==> src/rtl/opunpk_pkg.sv <==
package opunpk_pkg;
  localparam int DEF_WORD_W = 18;
  localparam int DEF_OP_W   = 5;
  localparam int DEF_SLOTS  = 3;

  // Lowest bit of field idx when fields are packed from the top of the word.
  function automatic int field_lsb(input int word_w, input int op_w, input int idx);
    return word_w - op_w * (idx + 1);
  endfunction
endpackage

==> src/rtl/opunpk_word_reg.sv <==
module opunpk_word_reg #(
  parameter int FIELDS_W = 15
) (
  input  logic                clk,
  input  logic                rst_n,
  input  logic                load,
  input  logic [FIELDS_W-1:0] din,
  output logic [FIELDS_W-1:0] dout
);
  always_ff @(posedge clk) begin
    if (!rst_n)    dout <= '0;
    else if (load) dout <= din;
  end
endmodule

==> src/rtl/opunpk_slot_ring.sv <==
module opunpk_slot_ring #(
  parameter int SLOTS = 3
) (
  input  logic             clk,
  input  logic             rst_n,
  input  logic             load,
  input  logic             advance,
  input  logic             stop,
  output logic [SLOTS-1:0] slot_q,
  output logic             last
);
  localparam logic [SLOTS-1:0] FIRST = {{(SLOTS-1){1'b0}}, 1'b1};

  assign last = advance && (stop || slot_q[SLOTS-1]);

  always_ff @(posedge clk) begin
    if (!rst_n)        slot_q <= '0;
    else if (load)     slot_q <= FIRST;
    else if (advance) begin
      if (last)        slot_q <= '0;
      else             slot_q <= slot_q << 1;
    end
  end

  assert_token_onehot_R3: assert property (@(posedge clk) disable iff (!rst_n)
    $onehot0(slot_q));

  assert_token_walks_R3: assert property (@(posedge clk) disable iff (!rst_n)
    (advance && !stop && !slot_q[SLOTS-1]) |=> (slot_q == ($past(slot_q) << 1)));

  assert_token_clears_R4: assert property (@(posedge clk) disable iff (!rst_n)
    (advance && slot_q[SLOTS-1]) |=> (slot_q == '0));
endmodule

==> src/rtl/opunpk_field_sel.sv <==
module opunpk_field_sel #(
  parameter int OP_W  = 5,
  parameter int SLOTS = 3
) (
  input  logic [SLOTS*OP_W-1:0] fields,
  input  logic [SLOTS-1:0]      slot,
  output logic [OP_W-1:0]       op
);
  logic [OP_W-1:0] part [SLOTS];

  for (genvar i = 0; i < SLOTS; i++) begin : g_field
    localparam int LSB = opunpk_pkg::field_lsb(SLOTS*OP_W, OP_W, i);
    assign part[i] = {OP_W{slot[i]}} & fields[LSB +: OP_W];
  end

  always_comb begin
    op = '0;
    for (int i = 0; i < SLOTS; i++) op = op | part[i];
  end
endmodule

==> src/rtl/opcode_unpacker.sv <==
module opcode_unpacker #(
  parameter int WORD_W = opunpk_pkg::DEF_WORD_W,
  parameter int OP_W   = opunpk_pkg::DEF_OP_W,
  parameter int SLOTS  = opunpk_pkg::DEF_SLOTS
) (
  input  logic              clk,
  input  logic              rst_n,
  input  logic              word_valid,
  output logic              word_ready,
  input  logic [WORD_W-1:0] word_data,
  output logic              op_valid,
  input  logic              op_ready,
  output logic [OP_W-1:0]   op_code,
  output logic [SLOTS-1:0]  op_slot,
  output logic              word_done
);
  localparam int FIELDS_W = SLOTS * OP_W;
  localparam int PAD_W    = WORD_W - FIELDS_W;

  logic [FIELDS_W-1:0] fields_q;
  logic                load;
  logic                fire;
  logic                ends_early;

  if (PAD_W > 0) begin : g_pad
    logic unused_pad;
    assign unused_pad = ^word_data[PAD_W-1:0];
  end

  assign word_ready = ~op_valid;
  assign load       = word_valid && word_ready;
  assign fire       = op_valid && op_ready;
  assign ends_early = ~op_code[OP_W-1];

  opunpk_word_reg #(.FIELDS_W(FIELDS_W)) u_word (
    .clk   (clk),
    .rst_n (rst_n),
    .load  (load),
    .din   (word_data[WORD_W-1 -: FIELDS_W]),
    .dout  (fields_q)
  );

  opunpk_slot_ring #(.SLOTS(SLOTS)) u_ring (
    .clk     (clk),
    .rst_n   (rst_n),
    .load    (load),
    .advance (fire),
    .stop    (ends_early),
    .slot_q  (op_slot),
    .last    (word_done)
  );

  opunpk_field_sel #(.OP_W(OP_W), .SLOTS(SLOTS)) u_sel (
    .fields (fields_q),
    .slot   (op_slot),
    .op     (op_code)
  );

  assign op_valid = |op_slot;

  assert_first_slot_R2: assert property (@(posedge clk) disable iff (!rst_n)
    (word_valid && word_ready) |=>
      (op_valid && op_slot == 1 && op_code == $past(word_data[WORD_W-1 -: OP_W])));

  assert_busy_blocks_R7: assert property (@(posedge clk) disable iff (!rst_n)
    op_valid |-> !word_ready);

  assert_stall_hold_R8: assert property (@(posedge clk) disable iff (!rst_n)
    (op_valid && !op_ready) |=> (op_valid && $stable(op_code) && $stable(op_slot)));

  assert_done_on_fire_R9: assert property (@(posedge clk) disable iff (!rst_n)
    word_done |-> (op_valid && op_ready));

  assert_done_then_idle_R4: assert property (@(posedge clk) disable iff (!rst_n)
    word_done |=> (!op_valid && word_ready));

  assert_early_stop_R5: assert property (@(posedge clk) disable iff (!rst_n)
    (op_valid && op_ready && !op_code[OP_W-1]) |-> word_done);

  always_comb begin
    if (!op_valid) assert_idle_quiet_R9: assert (!word_done);
  end
endmodule

==> config.mk <==
export PLATFORM = sky130hd
export DESIGN_NAME = opcode_unpacker
export DESIGN_NICKNAME = d
export VERILOG_FILES = /design/src/rtl/opunpk_pkg.sv /design/src/rtl/opunpk_word_reg.sv /design/src/rtl/opunpk_slot_ring.sv /design/src/rtl/opunpk_field_sel.sv /design/src/rtl/opcode_unpacker.sv
export SDC_FILE = /design/constraint.sdc
export NUM_CORES = 1
export LEC_CHECK = 0
export CORE_MARGIN = 5
export CORE_UTILIZATION = 46
export DETAILED_ROUTE_END_ITERATION = 6
export GPL_TIMING_DRIVEN = 0
export PLACE_DENSITY_LB_ADDON = 0.08
export SKIP_LAST_GASP = 1
export SYNTH_ARGS = -nofsm -noshare
export SYNTH_HDL_FRONTEND = slang
export SYNTH_SLANG_ARGS = --single-unit
==> constraint.sdc <==
create_clock -name clk -period 2.3 [get_ports clk]
set_clock_uncertainty 0.2 [all_clocks]
set_input_delay 0.23 -clock clk [delete_from_list [all_inputs] [get_ports clk]]
set_output_delay 0.23 -clock clk [all_outputs]
set_load 0.03 [all_outputs]
==> results.toml <==
[status]
status = "finished, final reports clean"

[sta]
final-hold-violation-count = 0
finalWorstPathRequiredPeriod_ps = 2190
setup_violations = 0
post-route-period-util = 0.954
final.setup.tns_ps = 0
whs_ps = 49.9
worst_slack_ps = 106
worst_slew_margin_rel = 0.687
worstMarginPinSlew_ps = 470
grt_setup_unrepaired = "no"
max_clock_freq_mhz = 456
total_count_of_max_transition_violations_in_the_final_report = 0

[cells_and_area]
antennaDiodeCount = 0
fin_nets = 150
number_of_filler_instances_in_the_final_layout = 177
drive_gt1_frac = 0.102
flow.area_growth_from_synthesis_pct = 40.9

[placement]
routabilityCongestion = 0.731
hpwl_um = 1440
placement.io_buffers = 28
place_worst_setup_slack_ps = 185

[power]
power.leakage_uw = 0.000568
pwr-share-seq = 0.505
internal_power_uw = 499
ir_drop_v = 0.000386
switching_share = 0.262
power_per_cell_area_mw_per_mm2 = 552
power.clock.fraction = 0.299
power.net_switching_uw = 177
combinationalPowerShare = 0.196
power.total_uw = 676

[critical_path]
critical_path_required_ps = 1870
critical_path.top_delay_family = "buffers and inverters"
crit_path_end_kind = "primary output"
critPathKind = "reg -> out"
max_stage_delay_ps = 440
kind_of_launch_point_of_the_worst_setup_path = "register"
critPathBufInv = 2
critPathSlowestCell = "or3_2"
crit_fanout = 10
worst_ep_arrival_time_ps = 1760
cp_cell_sequence = "buf_2 > or3_2 > o211a_1 > clkdlybuf4s15_1"

[synthesis]
synth_top_area_share = 0.414
netlist_top_cells_area = "dfxtp_1, mux2i_1, nand2_1"
ys_types = 18
avgSynthCellArea_sq_um = 9.15
ys_ff_latch = 18
synth_enable_flop_cells = 0
share_of_synthesized_area_occupied_by_flip_flops_and_latches = 0.414
dominantRegCellSynth = "dfxtp_1"
synth-warning-count = 0
synth.largest_area_cell = "dfxtp_1"
post_synth_most_frequent_cells = "nand2_1, dfxtp_1, mux2i_1"
synthesis.area_sq_um = 870
postSynth.asyncResetShare = 0
syn_nets = 117
postSynthCellCount = 95
dominant_cell_by_count_in_the_synthesized_netlist = "nand2_1"

[clocking]
tritoncts = "built"
sink_count = 18
post-cts-setup-buffers = 0
tritoncts.num_buffers = 3
clk_pin_slew_worst_paths_ps = 110
ctsLongestPathBuffers = 2
cts.hold.buffers_added = 0
worst_skew_pair.late_latency_ps = 300
cts-htree-levels = 1
clockRootBuffer = "clkbuf_4"

[global_route]
antenna_found_initial = 0
globalRouteOverflowTotal = 0
grt_start_max_net_pins = 11
grt_pass1_vias = 751
global_route.usage.total = 0.166
grt_pass1_wl_um = 3330

[drt]
drt_first_iter_violations = 25
routed_via_density = 5.20
vias = 790
routed_wire_length_per_instance_um = 13.3
detail_route.drc_violations = 0
routed_wirelength_um = 2010
detailedRoute.firstPassIterationCount = 5
final_antenna_net_count = 0

[floorplanning]
floorplan.die.width_um = 53.5
floorplan.die_area_sq_mm = 0.00286
io_pins = 33
placementRows = 15
initial_utilization = 0.493
die_h_um = 53.5
core-area_sq_mm = 0.00176

[min_path]
hp-class = "in -> reg"

[job]
max_cap_viol_count = 0
## worst paths after layout
path                    startpoint        endpoint  slack, ps  depth (start not counted)
hold / removal               rst_n  u_word.dout[0]         50                          3
setup reg to reg  u_ring.slot_q[1]  u_word.dout[7]        740                          5
hold reg to reg     u_word.dout[0]  u_word.dout[0]        270                          2
setup / recovery  u_ring.slot_q[2]       word_done        110                          4
## state kept, by name (all words and copies together), names as in the netlist
name / flops
u_ring.slot_q: 3
u_word.dout: 15
## cell families (layout without fill, tap and decap cells)
| logic type | after synthesis | after routing | share of synthesized area |
|---|---|---|---|
| compound gates | 9 | 9 | 0.0863 |
| mux | 15 | 15 | 0.173 |
| simple gates | 39 | 39 | 0.219 |
| buf+inv | 14 | 46 | 0.108 |
| flops | 18 | 18 | 0.414 |
## cell usage in the layout (no fill, tap or decap), drive strengths merged
cell and instances:
clkdlybuf4s15 1, o21a 1, clkbuf 7, nand2 32, nand3b 2, dlymetal6s2s 2, dlygate4sd2 2, clkdlybuf4s50 23
dfxtp 18, nor4b 1, nor2b 1, mux2i 15, a22oi 1, or3 1, o211a 1, inv 5
nand4b 2, a222oi 4, o21ai 2, buf 6
## layout make-up
type                    instances  area [sq um]  share of cell area
well taps                      25          31.3              0.0255
multi-input cells              63           420               0.343
plain buffers                   9          75.1              0.0613
clock buffers                   4          36.3              0.0296
inverters                       5          18.8              0.0153
repair buffers                 28           283               0.231
flip-flops and latches         18           360               0.294
## power groups by stage
stage | clock (uW) | sequential, uW | combinational (uW)
floorplan | 0 | 348 | 77.5
global placement | 0 | 347 | 133
detailed placement | 0 | 348 | 136
CTS | 210 | 341 | 133
global route | 221 | 344 | 144
finish | 202 | 342 | 133
## metal layers
layer,global-route usage,part of all wire
met5,0,0
met4,0.0894,0.023
met3,0.0338,0.074
met2,0.267,0.49
met1,0.205,0.41
## what timing repair did
action,4_1_cts,5_1_grt
pin swaps,0,0
setup endpoints to repair,3,4
gates resized for setup,3,4
endpoints found under the hold margin,0,0
## metrics by stage
stage | cells | cell area (sq um) | utilization
floorplan | 95 | 870 | -
global placement | 148 | 1180 | 0.670
detailed placement | 148 | 1180 | 0.670
CTS | 152 | 1210 | 0.688
global route | 152 | 1220 | 0.694
finish | 152 | 1220 | 0.694
## worst register-to-register path, delay by kind of cell, from the launching register on
kind          cells  cell delay [ps]
mux               1              190
flops             1              330
simple gates      1              280
buf+inv           3              480
(Power assumes the default switching activity.)
